[config.mk]
export PLATFORM = sky130hd
export DESIGN_NAME = uerr_log_queue
export DESIGN_NICKNAME = d
export VERILOG_FILES = /design/src/rtl/ulq_pkg.sv /design/src/rtl/ulq_onehot.sv /design/src/rtl/ulq_queue.sv /design/src/rtl/uerr_log_queue.sv
export SDC_FILE = /design/constraint.sdc
export NUM_CORES = 1
export LEC_CHECK = 0
export BUFFER_PORTS_ARGS = -buffer_cell sky130_fd_sc_hd__buf_2
export CELL_PAD_IN_SITES_DETAIL_PLACEMENT = 0
export CELL_PAD_IN_SITES_GLOBAL_PLACEMENT = 2
export CORE_ASPECT_RATIO = 1.2
export CORE_MARGIN = 4
export CORE_UTILIZATION = 45
export DETAILED_ROUTE_END_ITERATION = 10
export HOLD_SLACK_MARGIN = 0.06
export PLACE_DENSITY_LB_ADDON = 0.15
export SETUP_SLACK_MARGIN = 0.15
export SYNTH_ARGS = -nofsm -noshare
export SYNTH_HDL_FRONTEND = slang
export SYNTH_SLANG_ARGS = --single-unit
[constraint.sdc]
create_clock -name clk -period 31 [get_ports clk]
set_input_delay 6.2 -clock clk [delete_from_list [all_inputs] [get_ports clk]]
set_output_delay 6.2 -clock clk [all_outputs]
set_load 0.01 [all_outputs]
[src/rtl/ulq_pkg.sv]
package ulq_pkg;
  localparam int STS_W = 32;
  localparam int IDX_W = $clog2(STS_W);
  localparam int NDW   = 4;
  localparam int LOG_W = 32 * NDW;

  typedef struct packed {
    logic [IDX_W-1:0] idx;
    logic             hdr_ok;
    logic             pfx_ok;
    logic [LOG_W-1:0] hdr;
    logic [LOG_W-1:0] pfx;
  } ulq_rec_t;

  // Reverse the bytes inside each dword, keeping dword positions.
  function automatic logic [LOG_W-1:0] dw_byterev(input logic [LOG_W-1:0] w);
    logic [LOG_W-1:0] r;
    r = '0;
    for (int d = 0; d < NDW; d++) begin
      for (int b = 0; b < 4; b++) begin
        r[d*32 + b*8 +: 8] = w[d*32 + (3-b)*8 +: 8];
      end
    end
    return r;
  endfunction
endpackage

[src/rtl/ulq_onehot.sv]
module ulq_onehot
  import ulq_pkg::*;
(
  input  logic [STS_W-1:0] vec,
  output logic             ok,
  output logic [IDX_W-1:0] idx
);
  logic [IDX_W:0] ones;

  always_comb begin
    ones = '0;
    idx  = '0;
    for (int i = 0; i < STS_W; i++) begin
      ones = ones + {{IDX_W{1'b0}}, vec[i]};
      if (vec[i]) idx = IDX_W'(i);
    end
    ok = (ones == (IDX_W+1)'(1));
  end
endmodule

[src/rtl/ulq_queue.sv]
module ulq_queue
  import ulq_pkg::*;
#(
  parameter int DEPTH = 4,
  localparam int CW = $clog2(DEPTH + 1)
) (
  input  logic             clk,
  input  logic             rst,
  input  logic             push,
  input  logic             pop,
  input  logic             flush,
  input  ulq_rec_t         push_rec,
  output ulq_rec_t         head_rec,
  output logic [CW-1:0]    count,
  output logic             full,
  output logic             empty,
  output logic [STS_W-1:0] queued_mask
);
  localparam int PW = (DEPTH > 1) ? $clog2(DEPTH) : 1;

  ulq_rec_t         mem   [DEPTH];
  logic [IDX_W-1:0] idx_q [DEPTH];
  logic [DEPTH-1:0] vld;
  logic [PW-1:0]    wr_p, rd_p;
  logic [CW-1:0]    cnt;

  function automatic logic [PW-1:0] step(input logic [PW-1:0] p);
    return (p == PW'(DEPTH - 1)) ? '0 : p + PW'(1);
  endfunction

  // Payload storage: no reset, single write port.
  always_ff @(posedge clk) begin
    if (push && !flush) begin
      mem[wr_p]   <= push_rec;
      idx_q[wr_p] <= push_rec.idx;
    end
  end

  always_ff @(posedge clk) begin
    if (rst || flush) begin
      wr_p <= '0;
      rd_p <= '0;
      cnt  <= '0;
      vld  <= '0;
    end else begin
      if (push) begin
        vld[wr_p] <= 1'b1;
        wr_p      <= step(wr_p);
      end
      if (pop) begin
        vld[rd_p] <= 1'b0;
        rd_p      <= step(rd_p);
      end
      cnt <= cnt + CW'(push) - CW'(pop);
    end
  end

  always_comb begin
    queued_mask = '0;
    for (int i = 0; i < DEPTH; i++) begin
      if (vld[i]) queued_mask[idx_q[i]] = 1'b1;
    end
  end

  assign head_rec = mem[rd_p];
  assign count    = cnt;
  assign full     = (cnt == CW'(DEPTH));
  assign empty    = (cnt == '0);


  count_bound_chk: assert property (@(posedge clk) disable iff (rst)
    cnt <= CW'(DEPTH));

  no_push_full_chk: assert property (@(posedge clk) disable iff (rst)
    push |-> !full);

  no_pop_empty_chk: assert property (@(posedge clk) disable iff (rst)
    pop |-> !empty);

  valid_count_chk: assert property (@(posedge clk) disable iff (rst)
    $countones(vld) == int'(cnt));
endmodule

[src/rtl/uerr_log_queue.sv]
module uerr_log_queue
  import ulq_pkg::*;
#(
  parameter int Q_DEPTH = 4,
  localparam int QCW = $clog2(Q_DEPTH + 1)
) (
  input  logic             clk,
  input  logic             rst,
  input  logic             cfg_mhr_en,
  input  logic             cfg_pfx_en,
  input  logic             rec_valid,
  input  logic [STS_W-1:0] rec_status,
  input  logic             rec_hdr_valid,
  input  logic             rec_pfx_present,
  input  logic [LOG_W-1:0] rec_hdr,
  input  logic [LOG_W-1:0] rec_pfx,
  input  logic             sts_clr_valid,
  input  logic [STS_W-1:0] sts_clr_mask,
  input  logic             cap_wr,
  output logic [STS_W-1:0] uncor_status,
  output logic [IDX_W-1:0] first_err_ptr,
  output logic [LOG_W-1:0] hdr_log,
  output logic [LOG_W-1:0] pfx_log,
  output logic             pfx_log_present,
  output logic             hlo_pulse,
  output logic             rec_reject,
  output logic [QCW-1:0]   queue_count
);
  logic             rec_ok;
  logic [IDX_W-1:0] rec_idx;
  ulq_rec_t         in_rec, q_head, src;
  logic             q_full, q_empty;
  logic [STS_W-1:0] q_mask;

  logic [STS_W-1:0] sts_q, sts_left;
  logic [IDX_W-1:0] fep_q;
  logic             first_set, rec_go, rec_hold, do_push, do_drop, do_take;
  logic             fe_gone, do_pop, do_wipe, keep_q;

  ulq_onehot u_dec (
    .vec (rec_status),
    .ok  (rec_ok),
    .idx (rec_idx)
  );

  assign in_rec = '{idx: rec_idx, hdr_ok: rec_hdr_valid, pfx_ok: rec_pfx_present,
                    hdr: rec_hdr, pfx: rec_pfx};

  ulq_queue #(.DEPTH(Q_DEPTH)) u_q (
    .clk         (clk),
    .rst         (rst),
    .push        (do_push),
    .pop         (do_pop),
    .flush       (cap_wr),
    .push_rec    (in_rec),
    .head_rec    (q_head),
    .count       (queue_count),
    .full        (q_full),
    .empty       (q_empty),
    .queued_mask (q_mask)
  );

  always_comb begin
    first_set = sts_q[fep_q];
    rec_go    = rec_valid && rec_ok;
    rec_hold  = rec_go && cfg_mhr_en && first_set;
    do_push   = rec_hold && !q_full && !cap_wr;
    do_drop   = rec_hold && q_full;
    do_take   = rec_go && !rec_hold;
    sts_left  = sts_q & ~sts_clr_mask;
    fe_gone   = sts_clr_valid && !sts_left[fep_q];
    do_pop    = fe_gone && cfg_mhr_en && !q_empty && !cap_wr;
    do_wipe   = fe_gone && !do_pop;
    keep_q    = sts_clr_valid && cfg_mhr_en && !cap_wr && (do_pop || !fe_gone);
    src       = do_pop ? q_head : in_rec;
  end

  always_ff @(posedge clk) begin
    if (rst) begin
      sts_q           <= '0;
      fep_q           <= '0;
      hdr_log         <= '0;
      pfx_log         <= '0;
      pfx_log_present <= 1'b0;
      hlo_pulse       <= 1'b0;
      rec_reject      <= 1'b0;
    end else begin
      rec_reject <= rec_valid && !rec_ok;
      hlo_pulse  <= do_drop;
      if (rec_go)
        sts_q <= sts_q | rec_status;
      else if (sts_clr_valid)
        sts_q <= keep_q ? (sts_left | q_mask) : sts_left;
      if (do_take || do_pop) begin
        fep_q           <= src.idx;
        hdr_log         <= src.hdr_ok ? dw_byterev(src.hdr) : '0;
        pfx_log_present <= src.pfx_ok && cfg_pfx_en;
        pfx_log         <= (src.pfx_ok && cfg_pfx_en) ? dw_byterev(src.pfx) : '0;
      end else if (do_wipe) begin
        fep_q           <= '0;
        hdr_log         <= '0;
        pfx_log         <= '0;
        pfx_log_present <= 1'b0;
      end
    end
  end

  assign uncor_status  = sts_q;
  assign first_err_ptr = fep_q;


  bad_rec_chk: assert property (@(posedge clk) disable iff (rst)
    rec_valid && $countones(rec_status) != 1
      |=> rec_reject && $stable(uncor_status) && $stable(first_err_ptr) && $stable(hdr_log));

  take_ptr_chk: assert property (@(posedge clk) disable iff (rst)
    rec_valid && $countones(rec_status) == 1 && !(cfg_mhr_en && uncor_status[first_err_ptr])
      |=> uncor_status[first_err_ptr] && first_err_ptr == $past(rec_idx));

  drop_chk: assert property (@(posedge clk) disable iff (rst)
    rec_valid && $countones(rec_status) == 1 && cfg_mhr_en && uncor_status[first_err_ptr]
      && queue_count == QCW'(Q_DEPTH) && !cap_wr
      |=> hlo_pulse && $stable(queue_count));

  pfx_rose_chk: assert property (@(posedge clk) disable iff (rst)
    $rose(pfx_log_present) |-> $past(cfg_pfx_en));

  flush_chk: assert property (@(posedge clk) disable iff (rst)
    cap_wr |=> queue_count == '0);

  hold_log_chk: assert property (@(posedge clk) disable iff (rst)
    rec_valid && $countones(rec_status) == 1 && cfg_mhr_en && uncor_status[first_err_ptr]
      |=> $stable(first_err_ptr) && $stable(hdr_log) && $stable(pfx_log));
endmodule

==> results by stage <==
Outcome:
- The run finished with clean final reports.

Logic synthesis:
- Synthesis produced between 3000 and 4000 cells.
- After synthesis, the netlist uses 73 different library cells.
- Summing every instance area after synthesis gives approximately 54000 µm².
- The count of flip-flops with a built-in enable after synthesis is 1052.
- The number of nets in the synthesized netlist is between 3000 and 4000.
- The synthesis-stage register bit count is roughly 1400.
- Of the synthesized area, sequential elements account for 69.46%.
- The most used flip-flop cell after synthesis is sky130_fd_sc_hd__edfxtp_1.
- During synthesis, Yosys emitted a total of 0 warnings.
- Of all flip-flops after synthesis, the portion carrying an async set or reset was 0%.
- The average cell area after synthesis is between 15 and 20 µm².

Clock network:
- The number of cells upsized or downsized after cts is 0.
- The number of setup buffers added after CTS is 0.
- The clock latency reported for the late side of the worst-skew pair is 750 ps.
- The count of hold buffers inserted by post-cts repair is 0.
- Clock tree synthesis inserted a total of 139 buffers.
- The clock-pin slew on the worst setup and hold paths is 60 ps.
- CTS saw roughly 1400 sinks.
- The clock tree buffer depth is 3.
- The clock root buffer master is sky130_fd_sc_hd__clkbuf_16.
- TritonCTS built the clock tree.
- The H-tree was split into 4 levels.

Critical path:
- For the worst setup path, the data required time is roughly 31000 ps.
- The cell depth of the worst setup path is 22.
- The buffers plus inverters on the worst setup path is 8.
- The dominant cell type by count on the critical path is sky130_fd_sc_hd__fa_1.
- The critical-path cell with the highest stage delay is sky130_fd_sc_hd__buf_4.
- Measured in cells, the most critical reg-to-reg path has a length of 10.
- The launch point of the worst reg-to-reg path is first_err_ptr[1].
- The start point of the critical path is rec_status[1].
- The highest cell delay on the worst timing path is 830 ps.
- Data arrives at the worst endpoint at 15040 ps.
- The worst setup path is captured at a register.
- In this run the critical register-to-register path is captured at u_q.mem[1][203].
- The class of the most critical setup path is in -> reg.
- The end point of the critical path is u_q.mem[1][203].
- The signal on the critical path passes through buf_2 > ha_1 > inv_1 > fa_1 > inv_1 > fa_1 > fa_1 > fa_1 > fa_1 > inv_1 > fa_1 > fa_1 > nor4_1 > nand3b_1 > nor4_1 > and2_1 > buf_4 > and4b_1 > and2_4 > buf_4 > buf_4 > buf_4.
- Setup slack on the worst reg-to-reg path comes out at 24960 ps.
- The highest net fanout along the worst path is 59.
- The critical path's top delay family is adder cells.
- The launching element type of the critical path is an input port.

Floorplan:
- The row count is between 100 and 150.
- The y dimension of the die is 388.8 µm.
- The total area inside the core boundary comes to 119800 µm².
- The die width is 325.4 µm.
- The total die area is 126500 µm².
- The I/O pin count is 628.
- The starting density of the core is 45.39%.

STA:
- Timing would allow up to 0.06818 GHz.
- Setup violations remaining at the end of the flow were counted as 0.
- The minimum clock period after layout is 14670 ps.
- The final worst-path setup slack is 16330 ps.
- The part of the cycle the worst path needs is 47.31%.
- For the final routed database, the setup TNS stands at 0 ps.
- The number of failing hold endpoints at the final stage is 0.
- Hold timing on the final database bottoms out at a slack of 442.7 ps.
- The setup skew after layout is roughly 25 ps.
- Setup repair after global routing left no endpoint under its margin.
- The worst pin sits at a relative slew slack of between 20% and 30%.
- The number of max-slew violations in the final report was 0.
- At the pin with the least slew margin, the transition time is 1160 ps.

Final layout:
- Once layout is done, the placed cells without fillers occupy 63540 µm².
- The net count of the finished layout is 4375.
- From synthesis to final layout, the design area changed by 16.83%.
- The share of post-route cells with drive strength above 1 is between 20 and 30%.
- Leaving out filler cells and counting taps, the final layout contains 5697.
- At the end of the flow the core is filled with cells to 53.03%.
- Fill cells in the final layout number 10027.

Routing:
- In the routed layout, each cell is associated on average with a via count of ~5.8.
- The final routed wire length divided by cell count is 26.25 µm.
- The final wirelength is roughly 150000 µm.
- In the routed design, unresolved DRC markers number 0.
- The number of iterations in the first detailed-routing pass is 5.
- Across all layers, the routed design uses 32847 vias.
- The DRC marker count from the first detailed-route iteration is 2587.
- The remaining number of nets flagged by the antenna check after routing is 0.

Worst hold path:
- The tightest min-delay check is of the reg -> reg type.

Placement:
- The placed cell count is 5414.
- The placement-stage cell area is 58930 µm².
- At the placement stage, the worst setup path has a slack of 15420 ps.
- The number of buffers added on ports is 627.
- The detailed placement HPWL is between 90000 and 100000 µm.
- The weighted congestion reported at the end of routability-driven placement is 0.8840.

Power:
- The leakage power is between 20 and 25 nW.
- The post-layout total power is just under 4 mW.
- IR analysis of the VDD net gives a maximum drop of 0.04863 mV.
- The power density of the placed cells is slightly above 60 nW/µm².

Global route:
- The first-pass GRT wire length is between 200000 and 250000 µm.
- The number of global-route vias before repair was 33358.
- The initial antenna violation count was 55.
- Across every metal layer, demand over resource in global routing totals a little under a quarter.
- The global route total overflow is 0.
- The largest net degree at the start of global routing is between 100 and 150.

Job:
- Max-cap violations in this run came to 0.
[state kept, by name, indices dropped and copies added, names as in the netlist, named ones only]
register	cells
hlo_pulse	1
rec_reject	1
first_err_ptr	5
u_q.count	3
u_q.mem	1035
u_q.rd_p	2
u_q.idx_q	17
pfx_log	128
pfx_log_present	1
u_q.wr_p	2
u_q.vld	4
uncor_status	32
hdr_log	128
[worst reg2reg max path: cells and delay by family (launching register included)]
family | cells | cell delay, ps
buffers and inverters | 4 | 2800
AOI/OAI and AO/OA | 2 | 340
DFF | 1 | 440
and+or+nand+nor | 4 | 2010
[worst min-delay path by stage]
stage	startpoint	to	slack [ps]	cells after the start
floorplan	pfx_log_present	pfx_log_present	470	2
global placement	pfx_log_present	pfx_log_present	430	2
detailed placement	pfx_log_present	pfx_log_present	430	2
CTS	pfx_log_present	pfx_log_present	440	2
global route	pfx_log[52]	pfx_log[52]	460	2
finish	pfx_log[48]	pfx_log[48]	440	2
[where the power goes]
| part | internal [mW] | switching (mW) |
|---|---|---|
| Clock | 0.975 | 0.687 |
| Combinational | 0.0739 | 0.143 |
| Sequential | 1.97 | 0.00844 |
| Total | 3.02 | 0.838 |
[cell usage in the layout (no fill, tap or decap), types with 23 or more instances in the layout]
cell type	count
sky130_fd_sc_hd__mux2i_1	80
sky130_fd_sc_hd__fa_1	24
sky130_fd_sc_hd__o21ai_1	240
sky130_fd_sc_hd__nor2_1	67
sky130_fd_sc_hd__diode_2	25
sky130_fd_sc_hd__a21oi_1	70
sky130_fd_sc_hd__nand2_1	327
sky130_fd_sc_hd__a31oi_1	129
sky130_fd_sc_hd__o21ai_0	27
sky130_fd_sc_hd__mux4_2	268
sky130_fd_sc_hd__clkbuf_1	42
sky130_fd_sc_hd__edfxtp_1	1052
sky130_fd_sc_hd__buf_2	627
sky130_fd_sc_hd__clkbuf_16	147
sky130_fd_sc_hd__buf_4	47
sky130_fd_sc_hd__inv_1	64
sky130_fd_sc_hd__a221oi_1	23
sky130_fd_sc_hd__nor2b_1	46
sky130_fd_sc_hd__dfxtp_1	307
sky130_fd_sc_hd__nor3b_1	139
sky130_fd_sc_hd__o22ai_1	23
[kinds of logic after synthesis]
kind of cell	Yosys count	synth area share [%]
buffers and inverters	306	2.280
AND/OR/NAND/NOR	705	6.724
XOR/XNOR	2	0.03221
AO/OA/AOI/OAI	662	7.599
adder cells (fa/ha/maj)	42	1.297
multiplexers	350	12.61
flip-flops	1361	69.46
[area by class of cell]
type                       instances  area, µm²  share of cell area [%]
tap                             1551       1941                   3.054
multi-input combinational       1761      15430                   24.28
clock inverter                    50      456.7                  0.7187
timing repair buffer             676       3531                   5.557
sequential                      1361      37780                   59.46
inverter                          65      246.5                  0.3879
antenna                           25      62.56                 0.09845
clock buffer                     208       4098                   6.449
[cells in the mapped netlist, types with 5 or more instances]
library cell                count  area share, %
sky130_fd_sc_hd__a2111oi_0     18           0.29
sky130_fd_sc_hd__a211oi_1       9           0.12
sky130_fd_sc_hd__a21boi_0       5          0.069
sky130_fd_sc_hd__a21oi_1       70           0.64
sky130_fd_sc_hd__a221o_1       19           0.35
sky130_fd_sc_hd__a221oi_1      23           0.37
sky130_fd_sc_hd__a22oi_1       19           0.26
sky130_fd_sc_hd__a31oi_1      129            1.5
sky130_fd_sc_hd__a32oi_1       15           0.24
sky130_fd_sc_hd__and2_1        10           0.12
sky130_fd_sc_hd__and3_1         7          0.081
sky130_fd_sc_hd__and3b_1        6          0.097
sky130_fd_sc_hd__buf_1          8          0.055
sky130_fd_sc_hd__buf_2         43           0.40
sky130_fd_sc_hd__buf_4          7          0.097
sky130_fd_sc_hd__clkbuf_1     174            1.2
sky130_fd_sc_hd__clkbuf_2       9          0.083
sky130_fd_sc_hd__dfxtp_1      309             11
sky130_fd_sc_hd__edfxtp_1    1052             58
sky130_fd_sc_hd__fa_1          24           0.88
sky130_fd_sc_hd__ha_1          18           0.41
sky130_fd_sc_hd__inv_1         64           0.44
sky130_fd_sc_hd__mux2i_1       80            1.5
sky130_fd_sc_hd__mux4_2       268             11
sky130_fd_sc_hd__nand2_1      327            2.3
sky130_fd_sc_hd__nand2b_1      11           0.13
sky130_fd_sc_hd__nand3_1       14           0.13
sky130_fd_sc_hd__nand3b_1      16           0.22
sky130_fd_sc_hd__nor2_1        68           0.47
sky130_fd_sc_hd__nor2b_1       46           0.53
sky130_fd_sc_hd__nor3_1        18           0.17
sky130_fd_sc_hd__nor3b_1      139            1.9
sky130_fd_sc_hd__nor4_1        12           0.14
sky130_fd_sc_hd__o21ai_0       27           0.25
sky130_fd_sc_hd__o21ai_1      241            2.2
sky130_fd_sc_hd__o221ai_1      15           0.24
sky130_fd_sc_hd__o22a_1        15           0.24
sky130_fd_sc_hd__o22ai_1       23           0.26
sky130_fd_sc_hd__o32ai_1        8           0.13
sky130_fd_sc_hd__or3b_2         6          0.097
[layer usage]
| layer | global-route usage (%) | up-vias | part of all wire (%) |
|---|---|---|---|
| li1 | - | 14710 | - |
| met1 | 31.39 | 16699 | 42 |
| met2 | 36.22 | 1119 | 47 |
| met3 | 6.625 | 275 | 7.7 |
| met4 | 8.544 | 44 | 3.2 |
| met5 | 0 | - | 0.19 |
(Power assumes the default switching activity.)
